`config.mk`:
```
export PLATFORM = sky130hd
export DESIGN_NAME = uart_regfront
export DESIGN_NICKNAME = d
export VERILOG_FILES = /design/src/rtl/uart_regfront_pkg.sv /design/src/rtl/urf_fifo.sv /design/src/rtl/urf_event_ctrl.sv /design/src/rtl/uart_regfront.sv
export SDC_FILE = /design/constraint.sdc
export NUM_CORES = 1
export LEC_CHECK = 0
export ABC_AREA = 1
export BUFFER_PORTS_ARGS = -buffer_cell sky130_fd_sc_hd__buf_2
export CORE_ASPECT_RATIO = 0.9
export CORE_MARGIN = 2
export CORE_UTILIZATION = 65
export CTS_CLUSTER_SIZE = 20
export DETAILED_ROUTE_END_ITERATION = 10
export PLACE_DENSITY = 0.85
export SYNTH_ARGS = -nofsm -noshare
export SYNTH_HDL_FRONTEND = slang
export SYNTH_SLANG_ARGS = --single-unit
```
`constraint.sdc`:
```
create_clock -name clk -period 4.4 [get_ports clk]
set_input_delay 0.88 -clock clk [delete_from_list [all_inputs] [get_ports clk]]
set_output_delay 0.88 -clock clk [all_outputs]
set_load 0.01 [all_outputs]
```
`src/rtl/uart_regfront_pkg.sv`:
```
package uart_regfront_pkg;

  localparam int NUM_EVT = 2;
  localparam int EVT_TX  = 0;
  localparam int EVT_RX  = 1;

  localparam logic [7:0] OFF_DATA    = 8'h00;
  localparam logic [7:0] OFF_TXFULL  = 8'h04;
  localparam logic [7:0] OFF_RXEMPTY = 8'h08;
  localparam logic [7:0] OFF_LEVEL   = 8'h0C;
  localparam logic [7:0] OFF_PEND    = 8'h10;
  localparam logic [7:0] OFF_ENABLE  = 8'h14;
  localparam logic [7:0] OFF_TXEMPTY = 8'h18;
  localparam logic [7:0] OFF_RXFULL  = 8'h1C;

  typedef enum logic [3:0] {
    SEL_DATA, SEL_TXFULL, SEL_RXEMPTY, SEL_LEVEL, SEL_PEND,
    SEL_ENABLE, SEL_TXEMPTY, SEL_RXFULL, SEL_NONE
  } reg_sel_e;

  // Next state of one sticky, level-triggered pending bit.
  function automatic logic pend_next(input logic cur, input logic clr, input logic src);
    return (cur & ~clr) | src;
  endfunction

  function automatic reg_sel_e decode(input logic [7:0] off);
    case (off)
      OFF_DATA:    return SEL_DATA;
      OFF_TXFULL:  return SEL_TXFULL;
      OFF_RXEMPTY: return SEL_RXEMPTY;
      OFF_LEVEL:   return SEL_LEVEL;
      OFF_PEND:    return SEL_PEND;
      OFF_ENABLE:  return SEL_ENABLE;
      OFF_TXEMPTY: return SEL_TXEMPTY;
      OFF_RXFULL:  return SEL_RXFULL;
      default:     return SEL_NONE;
    endcase
  endfunction

endpackage

```
`src/rtl/urf_fifo.sv`:
```
module urf_fifo #(
  parameter int DW    = 8,
  parameter int DEPTH = 16
) (
  input  logic          clk,
  input  logic          rst_n,
  input  logic          push,
  input  logic [DW-1:0] din,
  input  logic          pop,
  output logic [DW-1:0] dout,
  output logic          full,
  output logic          empty
);
  localparam int AW = (DEPTH > 1) ? $clog2(DEPTH) : 1;
  localparam int CW = $clog2(DEPTH + 1);

  function automatic logic [AW-1:0] ptr_step(input logic [AW-1:0] p);
    return (p == AW'(DEPTH - 1)) ? '0 : p + 1'b1;
  endfunction

  logic [DW-1:0] mem_q [DEPTH];
  logic [AW-1:0] wptr_q, rptr_q;
  logic [CW-1:0] count_q;
  logic          push_ok, pop_ok;

  assign full    = (count_q == CW'(DEPTH));
  assign empty   = (count_q == '0);
  assign push_ok = push & ~full;
  assign pop_ok  = pop & ~empty;
  assign dout    = mem_q[rptr_q];

  always_ff @(posedge clk) begin
    if (push_ok) mem_q[wptr_q] <= din;
  end

  always_ff @(posedge clk) begin
    if (!rst_n) begin
      wptr_q  <= '0;
      rptr_q  <= '0;
      count_q <= '0;
    end else begin
      if (push_ok) wptr_q <= ptr_step(wptr_q);
      if (pop_ok)  rptr_q <= ptr_step(rptr_q);
      case ({push_ok, pop_ok})
        2'b10:   count_q <= count_q + 1'b1;
        2'b01:   count_q <= count_q - 1'b1;
        default: count_q <= count_q;
      endcase
    end
  end

  p_count_bound_r4: assert property (@(posedge clk) disable iff (!rst_n)
    count_q <= CW'(DEPTH));
  p_full_holds_r2: assert property (@(posedge clk) disable iff (!rst_n)
    (full && !pop) |=> full);
  p_empty_holds_r3: assert property (@(posedge clk) disable iff (!rst_n)
    (empty && !push) |=> empty);

endmodule

```
`src/rtl/urf_event_ctrl.sv`:
```
module urf_event_ctrl
  import uart_regfront_pkg::*;
#(
  parameter int NEV = NUM_EVT
) (
  input  logic           clk,
  input  logic           rst_n,
  input  logic [NEV-1:0] src,
  input  logic           clr_we,
  input  logic           en_we,
  input  logic [NEV-1:0] wbits,
  output logic [NEV-1:0] pending,
  output logic [NEV-1:0] enable,
  output logic           irq
);
  logic [NEV-1:0] pending_q, enable_q, clr_mask;
  logic           irq_q, irq_next;

  assign clr_mask = clr_we ? wbits : '0;
  assign irq_next = |(pending_q & enable_q);

  generate
    for (genvar i = 0; i < NEV; i++) begin : g_src
      always_ff @(posedge clk) begin
        if (!rst_n) pending_q[i] <= 1'b0;
        else        pending_q[i] <= pend_next(pending_q[i], clr_mask[i], src[i]);
      end
      p_level_set_r6: assert property (@(posedge clk) disable iff (!rst_n)
        src[i] |=> pending[i]);
    end
  endgenerate

  always_ff @(posedge clk) begin
    if (!rst_n) begin
      enable_q <= '0;
      irq_q    <= 1'b0;
    end else begin
      if (en_we) enable_q <= wbits;
      irq_q <= irq_next;
    end
  end

  assign pending = pending_q;
  assign enable  = enable_q;
  assign irq     = irq_q;

  p_irq_on_r8: assert property (@(posedge clk) disable iff (!rst_n)
    (|(pending & enable)) |=> irq);
  p_irq_off_r8: assert property (@(posedge clk) disable iff (!rst_n)
    !(|(pending & enable)) |=> !irq);

endmodule

```
`src/rtl/uart_regfront.sv`:
```
module uart_regfront
  import uart_regfront_pkg::*;
#(
  parameter int ADDR_W     = 6,
  parameter int DATA_W     = 32,
  parameter int BYTE_W     = 8,
  parameter int FIFO_DEPTH = 16
) (
  input  logic              clk,
  input  logic              rst_n,
  input  logic [ADDR_W-1:0] bus_addr,
  input  logic              bus_we,
  input  logic              bus_re,
  input  logic [DATA_W-1:0] bus_wdata,
  output logic [DATA_W-1:0] bus_rdata,
  output logic [BYTE_W-1:0] tx_byte,
  output logic              tx_valid,
  input  logic              tx_ready,
  input  logic [BYTE_W-1:0] rx_byte,
  input  logic              rx_valid,
  output logic              rx_ready,
  output logic              irq
);
  reg_sel_e       sel;
  logic           tx_full, tx_empty, rx_full, rx_empty;
  logic           tx_push, rx_pop;
  logic [BYTE_W-1:0] rx_head;
  logic [NUM_EVT-1:0] evt_src, evt_pend, evt_en;
  logic [DATA_W-1:0]  rd_mux, rdata_q;

  assign sel = decode(8'(bus_addr));

  // Bus-side FIFO events, named for the checks below.
  assign tx_push = bus_we & (sel == SEL_DATA);
  assign rx_pop  = bus_re & (sel == SEL_DATA);

  urf_fifo #(.DW(BYTE_W), .DEPTH(FIFO_DEPTH)) u_txq (
    .clk(clk), .rst_n(rst_n),
    .push(tx_push), .din(bus_wdata[BYTE_W-1:0]),
    .pop(tx_ready), .dout(tx_byte),
    .full(tx_full), .empty(tx_empty)
  );

  urf_fifo #(.DW(BYTE_W), .DEPTH(FIFO_DEPTH)) u_rxq (
    .clk(clk), .rst_n(rst_n),
    .push(rx_valid), .din(rx_byte),
    .pop(rx_pop), .dout(rx_head),
    .full(rx_full), .empty(rx_empty)
  );

  assign tx_valid = ~tx_empty;
  assign rx_ready = ~rx_full;

  assign evt_src[EVT_TX] = ~tx_full;
  assign evt_src[EVT_RX] = ~rx_empty;

  urf_event_ctrl #(.NEV(NUM_EVT)) u_evt (
    .clk(clk), .rst_n(rst_n),
    .src(evt_src),
    .clr_we(bus_we & (sel == SEL_PEND)),
    .en_we(bus_we & (sel == SEL_ENABLE)),
    .wbits(bus_wdata[NUM_EVT-1:0]),
    .pending(evt_pend), .enable(evt_en), .irq(irq)
  );

  always_comb begin
    rd_mux = '0;
    case (sel)
      SEL_DATA:    rd_mux = rx_empty ? '0 : DATA_W'(rx_head);
      SEL_TXFULL:  rd_mux = DATA_W'(tx_full);
      SEL_RXEMPTY: rd_mux = DATA_W'(rx_empty);
      SEL_LEVEL:   rd_mux = DATA_W'(evt_src);
      SEL_PEND:    rd_mux = DATA_W'(evt_pend);
      SEL_ENABLE:  rd_mux = DATA_W'(evt_en);
      SEL_TXEMPTY: rd_mux = DATA_W'(tx_empty);
      SEL_RXFULL:  rd_mux = DATA_W'(rx_full);
      default:     rd_mux = '0;
    endcase
  end

  always_ff @(posedge clk) begin
    if (!rst_n)      rdata_q <= '0;
    else if (bus_re) rdata_q <= rd_mux;
  end

  assign bus_rdata = rdata_q;

  p_rd_empty_r3: assert property (@(posedge clk) disable iff (!rst_n)
    (rx_pop && rx_empty) |=> (bus_rdata == '0));
  p_unmapped_r9: assert property (@(posedge clk) disable iff (!rst_n)
    (bus_re && sel == SEL_NONE) |=> (bus_rdata == '0));
  p_level_word_r5: assert property (@(posedge clk) disable iff (!rst_n)
    (bus_re && sel == SEL_LEVEL) |=>
      (bus_rdata[1:0] == {!$past(rx_empty), !$past(tx_full)}));
  p_rx_ready_r10: assert property (@(posedge clk) disable iff (!rst_n)
    rx_full |-> !rx_ready);

endmodule

```
==> run metrics <==
1st-iter DRT viols=1117; Slew Limit Fails=0; vias in the first global route=~8200; Worst-Skew Late Latency=530 ps; Crit Path Class=reg -> out; Area contributors post-synth=edfxtp_1, dfxtp_1, o21ai_0, nor2_1, nand2_1; hold_buf cts=0; routed via count=8570; Reg clk slew, reported paths=60 ps; # diodes=0; Async SR Flop Fraction=0%; Ys Warns=0; count leader, synth=edfxtp_1; area grow syn2layout=10.1%; Synth area leader=edfxtp_1; RSZ-0062 raised after global routing=no; Yosys top cell area share=between 60% and 70%; Avg Cell Area, Syn=11.7 um^2; Vias/cell=6.13; # setup viols final=0; crit share post-route=between 80% and 90%; Final Total Pwr=6.78 mW; CTS tree=done; CP Data Arrival Time=2690 ps; Critical Path RT=3520 ps; outcome=finished clean; I/O Buffers=46; CTS max path bufs=3; overall track demand over capacity in global routing=28.1%; postcts setup bufs=0; drt pass-1 iters=7; Detail Route Antenna Nets=0; sequential cell area fraction in the yosys report=67.7%; num ports=95; DR DRC count=0; Power Dens Cells=between 400 and 500 nW/um^2; max cap viols=0; area of the multi-input gates=3430 um^2; HP Class=reg -> reg; Fillers=1178; Max H-tree Level=1; Post-synth EDFFs=256; CTS Sinks=303; # nets final=1194; routability cong.=0.863; initial antenna violation count=1; dpl hpwl=16800 um; Fmax=280 MHz; DRT Wirelength=28700 um; Yosys cell types=34; Syn Inst Count=1086; worst slew pin tran=1090 ps; Core ar.=19200 um^2; die height=137 um; Main synth FF type=edfxtp_1; layout cells sized above 1=9.94%; Max-Slew Margin vs Limit=27.5%; post-route minimum period=3570 ps; CP max FO=48; mapped cell area=12700 um^2; Setup crit start kind=register; Final Hold Vio Count=0; commonest cells in the netlist=edfxtp_1, o21ai_0, nor2_1; crit end category=output port; die width=between 150 and 200 um; CTS buffer count=29; worst-case clock skew=between 9 and 10 ps; largest net degree at the start of global routing=49; PostCTS Resize Cnt=0; global-route wire length before repair=roughly 44000 um; CTS root buf=clkbuf_16; Leak Pwr=between 5 and 6 nW; Initial Util=66.3%; Row Count=48; DR WL/cell=20.5 um; TNS Setup=0 ps; peak supply drop=432 uV; register area=around 8600 um^2; GRT overflow=0; Yosys reg bits=303; Die ar.=20700 um^2
state kept, by name, summed over array words and instances, names as in the netlist, named ones only:
register	cells
u_rxq.mem_q	128
u_txq.mem_q	128
bus_rdata	8
u_rxq.count_q	5
u_txq.count_q	5
u_rxq.rptr_q	4
u_rxq.wptr_q	4
u_txq.rptr_q	4
u_txq.wptr_q	4
u_evt.enable	2
u_evt.pending	2
u_evt.irq	1
routing by layer:
layer / track usage [%] / wire (um) / vias up
met1: 38.8 / 11300 / 4040
met5: 0 / 0 / -
met3: 5.70 / 3010 / 75
li1: - / - / 3871
met4: 7.36 / 658 / 0
met2: 46.5 / 13700 / 584
metrics by stage:
step	util [%]	instances	area [um^2]	setup slack, ps	hold WS (ps)
detailed placement	68.0	1344	13100	859	456
global route	73.0	1397	14000	715	502
floorplan	-	1109	12800	1280	442
finish	73.0	1397	14000	832	467
CTS	73.0	1397	14000	883	468
global placement	68.0	1344	13100	930	454
final cells by class:
class                           count  share of cell area [%]
Tap cell                          250                    2.23
Clock inverter                     18                    1.31
Timing Repair Buffer               58                    2.28
Inverter                          100                    2.69
Sequential cell                   303                    61.6
Clock buffer                       35                    5.48
Multi-Input combinational cell    633                    24.4
power by group:
part,internal (mW),leakage [nW],switching [mW]
registers,3.17,2.69,0.102
logic,0.368,1.90,0.650
clock network,1.47,0.469,1.02
layout by cell type (no fill, tap or decap), types with 3 or more instances in the layout:
cell type	count
buf_4	12
bufinv_16	4
nand3_1	46
nor3_4	3
buf_2	46
a21oi_1	64
clkbuf_1	4
o22ai_1	17
o21ai_2	3
inv_1	97
conb_1	24
mux2i_1	32
o221ai_1	7
ha_1	17
clkinv_1	9
clkbuf_16	29
edfxtp_1	256
o21ai_0	130
nand2_1	106
nor3_1	5
dfxtp_1	45
xor2_1	12
nor2_1	116
o211ai_1	37
clkinv_2	5
critical path: stages, from the launching register on:
cell and delay [ps]:
dfxtp_4 720, buf_4 390, mux2i_1 260, o21ai_0 130, o211ai_1 290, nand2_1 160
buf_2 180
worst paths after layout:
check	cells after the start	to	slack, ps	startpoint
setup / recovery	6	tx_byte[1]	830	register
hold / removal	2	bus_rdata[2]	470	bus_rdata[2]
setup reg to reg	16	u_rxq.count_q[4]	1690	u_rxq.count_q[2]
hold reg to reg	2	bus_rdata[2]	470	bus_rdata[2]
kinds of logic (layout without fill, tap and decap cells):
kind of cell / after synthesis / in the layout / share of synthesized area, %
adders and majority gates: 17 / 17 / 1.67
other: 1 / 24 / 0.0294
DFF: 303 / 303 / 67.7
and+or+nand+nor: 286 / 286 / 9.61
AOI/OAI and AO/OA: 260 / 260 / 11.4
muxes: 32 / 32 / 2.51
buffers and inverters: 173 / 211 / 6.05
xor gates and xnor gates: 14 / 14 / 0.963
(Power assumes the default switching activity.)
